==> src/rtl/rxa_pkg.sv <==
// Shared types and helpers for the serial receive character assembler.
// Assumes a byte-wide stored character and a 2-bit length code.
package rxa_pkg;
    localparam int BYTE_W = 8;

    typedef struct packed {
        logic [BYTE_W-1:0] data;
        logic              perr;
        logic              ovr;
    } rx_entry_t;

    // Data length in bits for a length code.
    function automatic logic [3:0] len_bits(input logic [1:0] code);
        case (code)
            2'b00:   return 4'd5;
            2'b01:   return 4'd7;
            2'b10:   return 4'd6;
            default: return 4'd8;
        endcase
    endfunction
endpackage

==> src/rtl/rxa_framer.sv <==
// Bit framer: shifts the stream into an 8-bit window and counts bits of the
// oldest unfinished character. When that character's frame and its 8-bit
// window are both complete, it emits a write pulse, the snapshot byte and the
// parity verdict. Assumes len/parity settings stay static between resets.
module rxa_framer
    import rxa_pkg::*;
(
    input  logic              clk,
    input  logic              rst_n,
    input  logic              bit_stb,
    input  logic              bit_in,
    input  logic [3:0]        data_len,
    input  logic              par_en,
    input  logic              par_odd,
    output logic              chr_wr,
    output logic [BYTE_W-1:0] chr_byte,
    output logic              chr_perr
);
    logic [BYTE_W-1:0] shreg, shreg_nx, snap;
    logic [3:0]        seen, seen_nx, frame_len, close_at;
    logic [BYTE_W-1:0] win, dmask;
    logic              pbit;

    // Frame geometry and next shift value.
    always_comb begin
        frame_len = data_len + {3'b000, par_en};
        close_at  = (frame_len == 4'd9) ? 4'd9 : 4'd8;
        shreg_nx  = {bit_in, shreg[BYTE_W-1:1]};
        seen_nx   = seen + 4'd1;
    end

    // Window selection, parity bit pick-up and write pulse.
    always_comb begin
        win      = (close_at == 4'd8) ? shreg_nx : snap;
        pbit     = (data_len == 4'd8) ? bit_in : win[data_len[2:0]];
        dmask    = 8'hFF >> (4'd8 - data_len);
        chr_wr   = bit_stb && (seen_nx == close_at);
        chr_byte = win;
        chr_perr = par_en && ((^(win & dmask)) ^ pbit ^ par_odd);
    end

    // Shift register, window snapshot and oldest-character bit count.
    always_ff @(posedge clk) begin
        if (!rst_n) begin
            shreg <= '0;
            snap  <= '0;
            seen  <= '0;
        end else if (bit_stb) begin
            shreg <= shreg_nx;
            if (seen_nx == 4'd8)
                snap <= shreg_nx;
            seen <= (seen_nx == close_at) ? (seen_nx - frame_len) : seen_nx;
        end
    end

    // The count of bits seen for the oldest character never passes 8.
    p_count_bound_r5: assert property (@(posedge clk) disable iff (!rst_n)
        seen <= 4'd8);
endmodule

==> src/rtl/rxa_fifo.sv <==
// Receive queue with error lock. Holds DEPTH entries of byte plus flags.
// A parity-error write or an overrun locks it. While locked, writes are
// discarded as overruns, and the last remaining entry cannot be popped until
// err_rst. Assumes err_rst is not issued on the same edge as a write.
module rxa_fifo
    import rxa_pkg::*;
#(
    parameter int DEPTH = 3
) (
    input  logic              clk,
    input  logic              rst_n,
    input  logic              wr,
    input  logic [BYTE_W-1:0] wr_data,
    input  logic              wr_perr,
    input  logic              rd,
    input  logic              err_rst,
    output logic [BYTE_W-1:0] rd_data,
    output logic              rd_perr,
    output logic              rd_ovr,
    output logic              avail
);
    localparam int PW = (DEPTH > 1) ? $clog2(DEPTH) : 1;
    localparam int CW = $clog2(DEPTH + 1);
    localparam logic [PW-1:0] LAST = PW'(DEPTH - 1);
    localparam logic [CW-1:0] FULL_C = CW'(DEPTH);

    rx_entry_t         mem [DEPTH];
    logic [PW-1:0]     head, tail, newest;
    logic [CW-1:0]     cnt;
    logic              locked, full, drop, do_wr, do_rd;

    // Write, drop and pop decisions for this cycle.
    always_comb begin
        full   = (cnt == FULL_C);
        drop   = wr && (full || locked);
        do_wr  = wr && !drop;
        do_rd  = rd && (cnt != '0) && !(locked && cnt == CW'(1));
        newest = (tail == '0) ? LAST : tail - 1'b1;
    end

    // Storage, pointers, occupancy and lock state.
    always_ff @(posedge clk) begin
        if (!rst_n) begin
            head   <= '0;
            tail   <= '0;
            cnt    <= '0;
            locked <= 1'b0;
            for (int i = 0; i < DEPTH; i++)
                mem[i] <= '0;
        end else begin
            if (do_wr) begin
                mem[tail] <= '{data: wr_data, perr: wr_perr, ovr: 1'b0};
                tail      <= (tail == LAST) ? '0 : tail + 1'b1;
            end
            if (drop)
                mem[newest].ovr <= 1'b1;
            if (err_rst) begin
                mem[newest].perr <= 1'b0;
                mem[newest].ovr  <= 1'b0;
            end
            if (do_rd)
                head <= (head == LAST) ? '0 : head + 1'b1;
            if (do_wr && !do_rd)
                cnt <= cnt + 1'b1;
            else if (do_rd && !do_wr)
                cnt <= cnt - 1'b1;
            if (err_rst)
                locked <= 1'b0;
            else if ((do_wr && wr_perr) || drop)
                locked <= 1'b1;
        end
    end

    // Oldest entry presented to the reader.
    always_comb begin
        rd_data = mem[head].data;
        rd_perr = mem[head].perr;
        rd_ovr  = mem[head].ovr;
        avail   = (cnt != '0);
    end

    p_depth_r6: assert property (@(posedge clk) disable iff (!rst_n)
        cnt <= FULL_C);
    p_lock_blocks_r7: assert property (@(posedge clk) disable iff (!rst_n)
        (locked && wr && !rd && !err_rst) |=> $stable(cnt));
    p_special_held_r8: assert property (@(posedge clk) disable iff (!rst_n)
        (locked && cnt == CW'(1) && !err_rst) |=> cnt == CW'(1));
    p_err_unlocks_r9: assert property (@(posedge clk) disable iff (!rst_n)
        err_rst |=> !locked);
    p_ovr_locks_r10: assert property (@(posedge clk) disable iff (!rst_n)
        (wr && full && !err_rst) |=> locked);
endmodule

==> src/rtl/rx_char_assembler.sv <==
// Serial receive character assembler top: framer feeding a locking queue.
// Assumes one bit per bit_stb and static length/parity settings per reset.
module rx_char_assembler
    import rxa_pkg::*;
#(
    parameter int DEPTH = 3
) (
    input  logic        clk,
    input  logic        rst_n,
    input  logic        bit_stb,
    input  logic        bit_in,
    input  logic [1:0]  len_sel,
    input  logic        par_en,
    input  logic        par_odd,
    input  logic        rd_stb,
    input  logic        err_rst,
    output logic [7:0]  rd_data,
    output logic        rd_perr,
    output logic        rd_ovr,
    output logic        char_avail
);
    logic [3:0]        data_len;
    logic              chr_wr, chr_perr;
    logic [BYTE_W-1:0] chr_byte;

    // Length code decode.
    always_comb data_len = len_bits(len_sel);

    rxa_framer u_framer (
        .clk      (clk),
        .rst_n    (rst_n),
        .bit_stb  (bit_stb),
        .bit_in   (bit_in),
        .data_len (data_len),
        .par_en   (par_en),
        .par_odd  (par_odd),
        .chr_wr   (chr_wr),
        .chr_byte (chr_byte),
        .chr_perr (chr_perr)
    );

    rxa_fifo #(.DEPTH(DEPTH)) u_fifo (
        .clk     (clk),
        .rst_n   (rst_n),
        .wr      (chr_wr),
        .wr_data (chr_byte),
        .wr_perr (chr_perr),
        .rd      (rd_stb),
        .err_rst (err_rst),
        .rd_data (rd_data),
        .rd_perr (rd_perr),
        .rd_ovr  (rd_ovr),
        .avail   (char_avail)
    );

    p_avail_after_reset_r11: assert property (@(posedge clk)
        $rose(rst_n) |-> !char_avail);
endmodule

==> config.mk <==
export PLATFORM = sky130hd
export DESIGN_NAME = rx_char_assembler
export DESIGN_NICKNAME = d
export VERILOG_FILES = /design/src/rtl/rxa_pkg.sv /design/src/rtl/rxa_framer.sv /design/src/rtl/rxa_fifo.sv /design/src/rtl/rx_char_assembler.sv
export SDC_FILE = /design/constraint.sdc
export NUM_CORES = 1
export LEC_CHECK = 0
export ABC_AREA = 0
export CAP_MARGIN = 20
export CELL_PAD_IN_SITES_DETAIL_PLACEMENT = 1
export CELL_PAD_IN_SITES_GLOBAL_PLACEMENT = 1
export CORE_MARGIN = 4
export CORE_UTILIZATION = 32
export DETAILED_ROUTE_END_ITERATION = 10
export MAX_ROUTING_LAYER = met4
export PLACE_DENSITY = 0.6
export SLEW_MARGIN = 20
export SYNTH_ARGS = -nofsm -noshare
export SYNTH_HDL_FRONTEND = slang
export SYNTH_HIERARCHICAL = 1
export SYNTH_SLANG_ARGS = --single-unit
==> constraint.sdc <==
create_clock -name clk -period 6.5 [get_ports clk]
set_clock_uncertainty 0.1 [all_clocks]
set_input_delay 1.3 -clock clk [delete_from_list [all_inputs] [get_ports clk]]
set_output_delay 1.3 -clock clk [all_outputs]
set_load 0.05 [all_outputs]
==> metrics.yaml <==
status:
  status: "finished clean"
setup_path:
  required_ns: 6.41
  critPathMaxFanout: 29
  criticalPathCategory: "in2reg"
  crit_arrival_ns: 5.46
  rrSetupSlack_ns: 3.57
  endpoint_kind: "flop"
  cp-start-kind: "input pin"
global_routing:
  grt_max_degree: 37
  track_usage_pct: 13.5
  grt_pass1_wl_microns: 14600
  antenna_found_initial: 0
  first_global_vias: 2745
  overflow: 0
power_and_ir_drop:
  power_density_nw_per_um2: 231
  peakVddDrop_mv: 0.143
  leakagePower_nw: 1.87
routing:
  drtIter0Drc: 110
  wl_microns: 8790
  vias: 2604
  wire_per_inst_microns: 16.3
  drt_pass1_iterations: 4
  drc: 0
  viasPerCell: 4.84
  ant_nets: 0
clock_tree:
  worstSkewPairLatency_ns: 0.34
  cts.repair.resized: 0
  clk_pin_slew_ns: 0.06
  tritoncts: "built"
  cts.path.max_buffers: 2
  cts_made_buffers: 9
  cts_hold_buf: 0
  cts.sinks: 68
  cts-root-buf: "clkbuf_16"
  post_cts_buffers: 0
  htree_levels: 3
synthesis:
  synth-seq-cells: 68
  synthArstFlopShare_pct: 0
  yosys_warnings: 6
  ys_top_cells_by_count: "edfxtp_1, dfxtp_1, mux2i_1"
  dominantRegCellSynth: "edfxtp_1"
  syn-instance-count: 350
  synth_top_area_share_pct: 27.2
  synth_edf_count: 36
  synthTopCellsByArea: "edfxtp_1, dfxtp_1, mux2i_1, ha_1, mux4_2"
  yosysMostFrequentCell: "edfxtp_1"
  synth_area_sq_um: 3970
  yosysTopAreaCell: "edfxtp_1"
  syn-num-nets: 383
  avgSynthCellArea_sq_um: 11.4
  seq_area_frac_synth_pct: 43.3
  ys_types: 60
finish:
  diodes: 0
  drive_gt1_share_pct: 13.2
  regArea_sq_um: 1720
  multi_input_area_sq_um: 2050
  area_delta_synth_final_pct: 14.6
  fin_nets: 399
  nFillCells: 1324
  final_util_pct: 37.7
sta:
  min_period_ns: 5.55
  fin_setup_tns_ns: 0
  rsz0062_at_grt: "false"
  tightest_slew_ns: 0.855
  max_freq_mhz: 180
  finalMaxSlewViolations: 0
  timing.final.crit_share_pct: 85.4
  finalSetupViolations: 0
  timing_hold_violations_final: 0
  maxSlewHeadroom_pct: 42.7
floorplan:
  fp.dieW_microns: 119
  die_h_microns: 119
  rows: 40
  initial_core_util_pct: 32.9
  die-area_sq_um: 14300
  core_sq_um: 12100
  ios: 21
placement:
  io_buffers: 20
  hpwlAfterDp_microns: 6710
  globalplace.congestion: 0.857
worst_hold_path:
  hold_path_class: "reg2reg"
run:
  maxCapViolations: 0
-- state kept, by name, summed over array words and instances (netlist names), named ones only --
| name | flops |
|---|---|
| u_fifo/cnt | 2 |
| u_fifo/tail | 2 |
| u_framer/shreg | 7 |
| u_framer/snap | 8 |
| u_framer/seen | 4 |
| u_fifo/locked | 1 |
| u_fifo/head | 2 |
| u_fifo/mem | 40 |
-- cell type report --
cell class                 count  share of cell area, %
clock inverter                 6                  0.935
multi-input combinational    242                   45.1
inverter                      24                   1.98
clock buffer                   9                   4.95
sequential                    68                   37.8
timing repair buffer          21                   4.56
tap                          168                   4.62
-- cells in the final DEF, fill, tap and decap left out, types with 2 or more instances in the layout --
cell	n
edfxtp_1	36
dfxtp_1	32
mux2i_1	29
and3_1	25
nand2_1	24
inv_1	23
ha_1	22
clkdlybuf4s50_1	20
nor2b_1	17
nand3_1	13
nor2_1	12
mux4_2	11
o21ai_0	11
xor2_1	10
clkbuf_16	9
a21oi_1	9
clkinvlp_4	5
o211ai_1	4
xnor2_1	4
nand4_1	4
nand2_4	3
o21a_1	2
and2_1	2
nand4b_1	2
o31ai_1	2
a211oi_1	2
nor3_1	2
or2_2	2
a21o_1	2
-- final timing paths --
path | from | to | cells after the start
worst max register to register | u_framer/seen[0]$_SDFFE_PN0P_ | u_fifo/mem[1][8]$_SDFFCE_PN0P_ | 7
worst min register to register | u_fifo/mem[3][1]$_SDFFE_PP0P_ | u_fifo/mem[3][1]$_SDFFE_PP0P_ | 2
worst min-delay path | u_fifo/mem[3][1]$_SDFFE_PP0P_ | u_fifo/mem[3][1]$_SDFFE_PP0P_ | 2
worst max-delay path | len_sel[0] | u_fifo/mem[1][8]$_SDFFCE_PN0P_ | 15
-- critical path: stages --
cell	delay, ns
clkdlybuf4s50_1	0.50
ha_1	0.39
o21ba_1	0.25
ha_1	0.23
ha_1	0.22
xnor2_2	0.20
and3_1	0.35
nand2_8	0.13
mux2i_1	0.17
a22oi_1	0.09
or3_1	0.42
nor2_1	0.25
and4bb_4	0.52
nand2_4	0.11
nand2_1	0.30
-- power breakdown --
group | switching [W] | leakage [nW] | total [W] | internal (W)
Clock | 0.000183 | 0.116 | 0.000437 | 0.000254
Sequential | 0.0000104 | 0.629 | 0.000472 | 0.000461
Combinational | 0.0000823 | 1.12 | 0.000144 | 0.0000620
Total | 0.000276 | 1.87 | 0.00105 | 0.000778
-- layer usage --
metal / routed length (microns) / part of all wire, % / GRT usage, % / up-vias
li1: - / - / - / 1293
met1: 4080 / 46 / 16.2 / 1278
met3: 291 / 3.3 / 4.61 / 4
met4: 44 / 0.50 / 3.01 / 0
met5: 0 / 0 / - / -
met2: 4380 / 50 / 22.1 / 29
-- stage by stage --
step                setup WS (ns)  area (sq um)  total power [W]  hold slack (ns)  instances
finish                      0.951          4550          0.00105            0.376        538
CTS                         0.902          4550          0.00107            0.369        538
global route                0.661          4550          0.00110            0.403        538
global placement            0.708          4280         0.000625            0.365        523
detailed placement          0.581          4280         0.000628            0.360        523
floorplan                    1.67          3970         0.000588            0.336        350
-- logic make-up (layout without fill, tap and decap cells) --
group	Yosys count	in the layout	share of synthesized area (%)
flip-flops	68	68	43.3
multiplexers	43	43	14.9
buffers and inverters	40	60	4.98
AND/OR/NAND/NOR	117	117	17.5
XOR/XNOR	17	17	4.76
adder cells (fa/ha/maj)	23	23	7.43
AO/OA/AOI/OAI	42	42	7.15
Note: power is estimated with default switching activity, not from simulation.
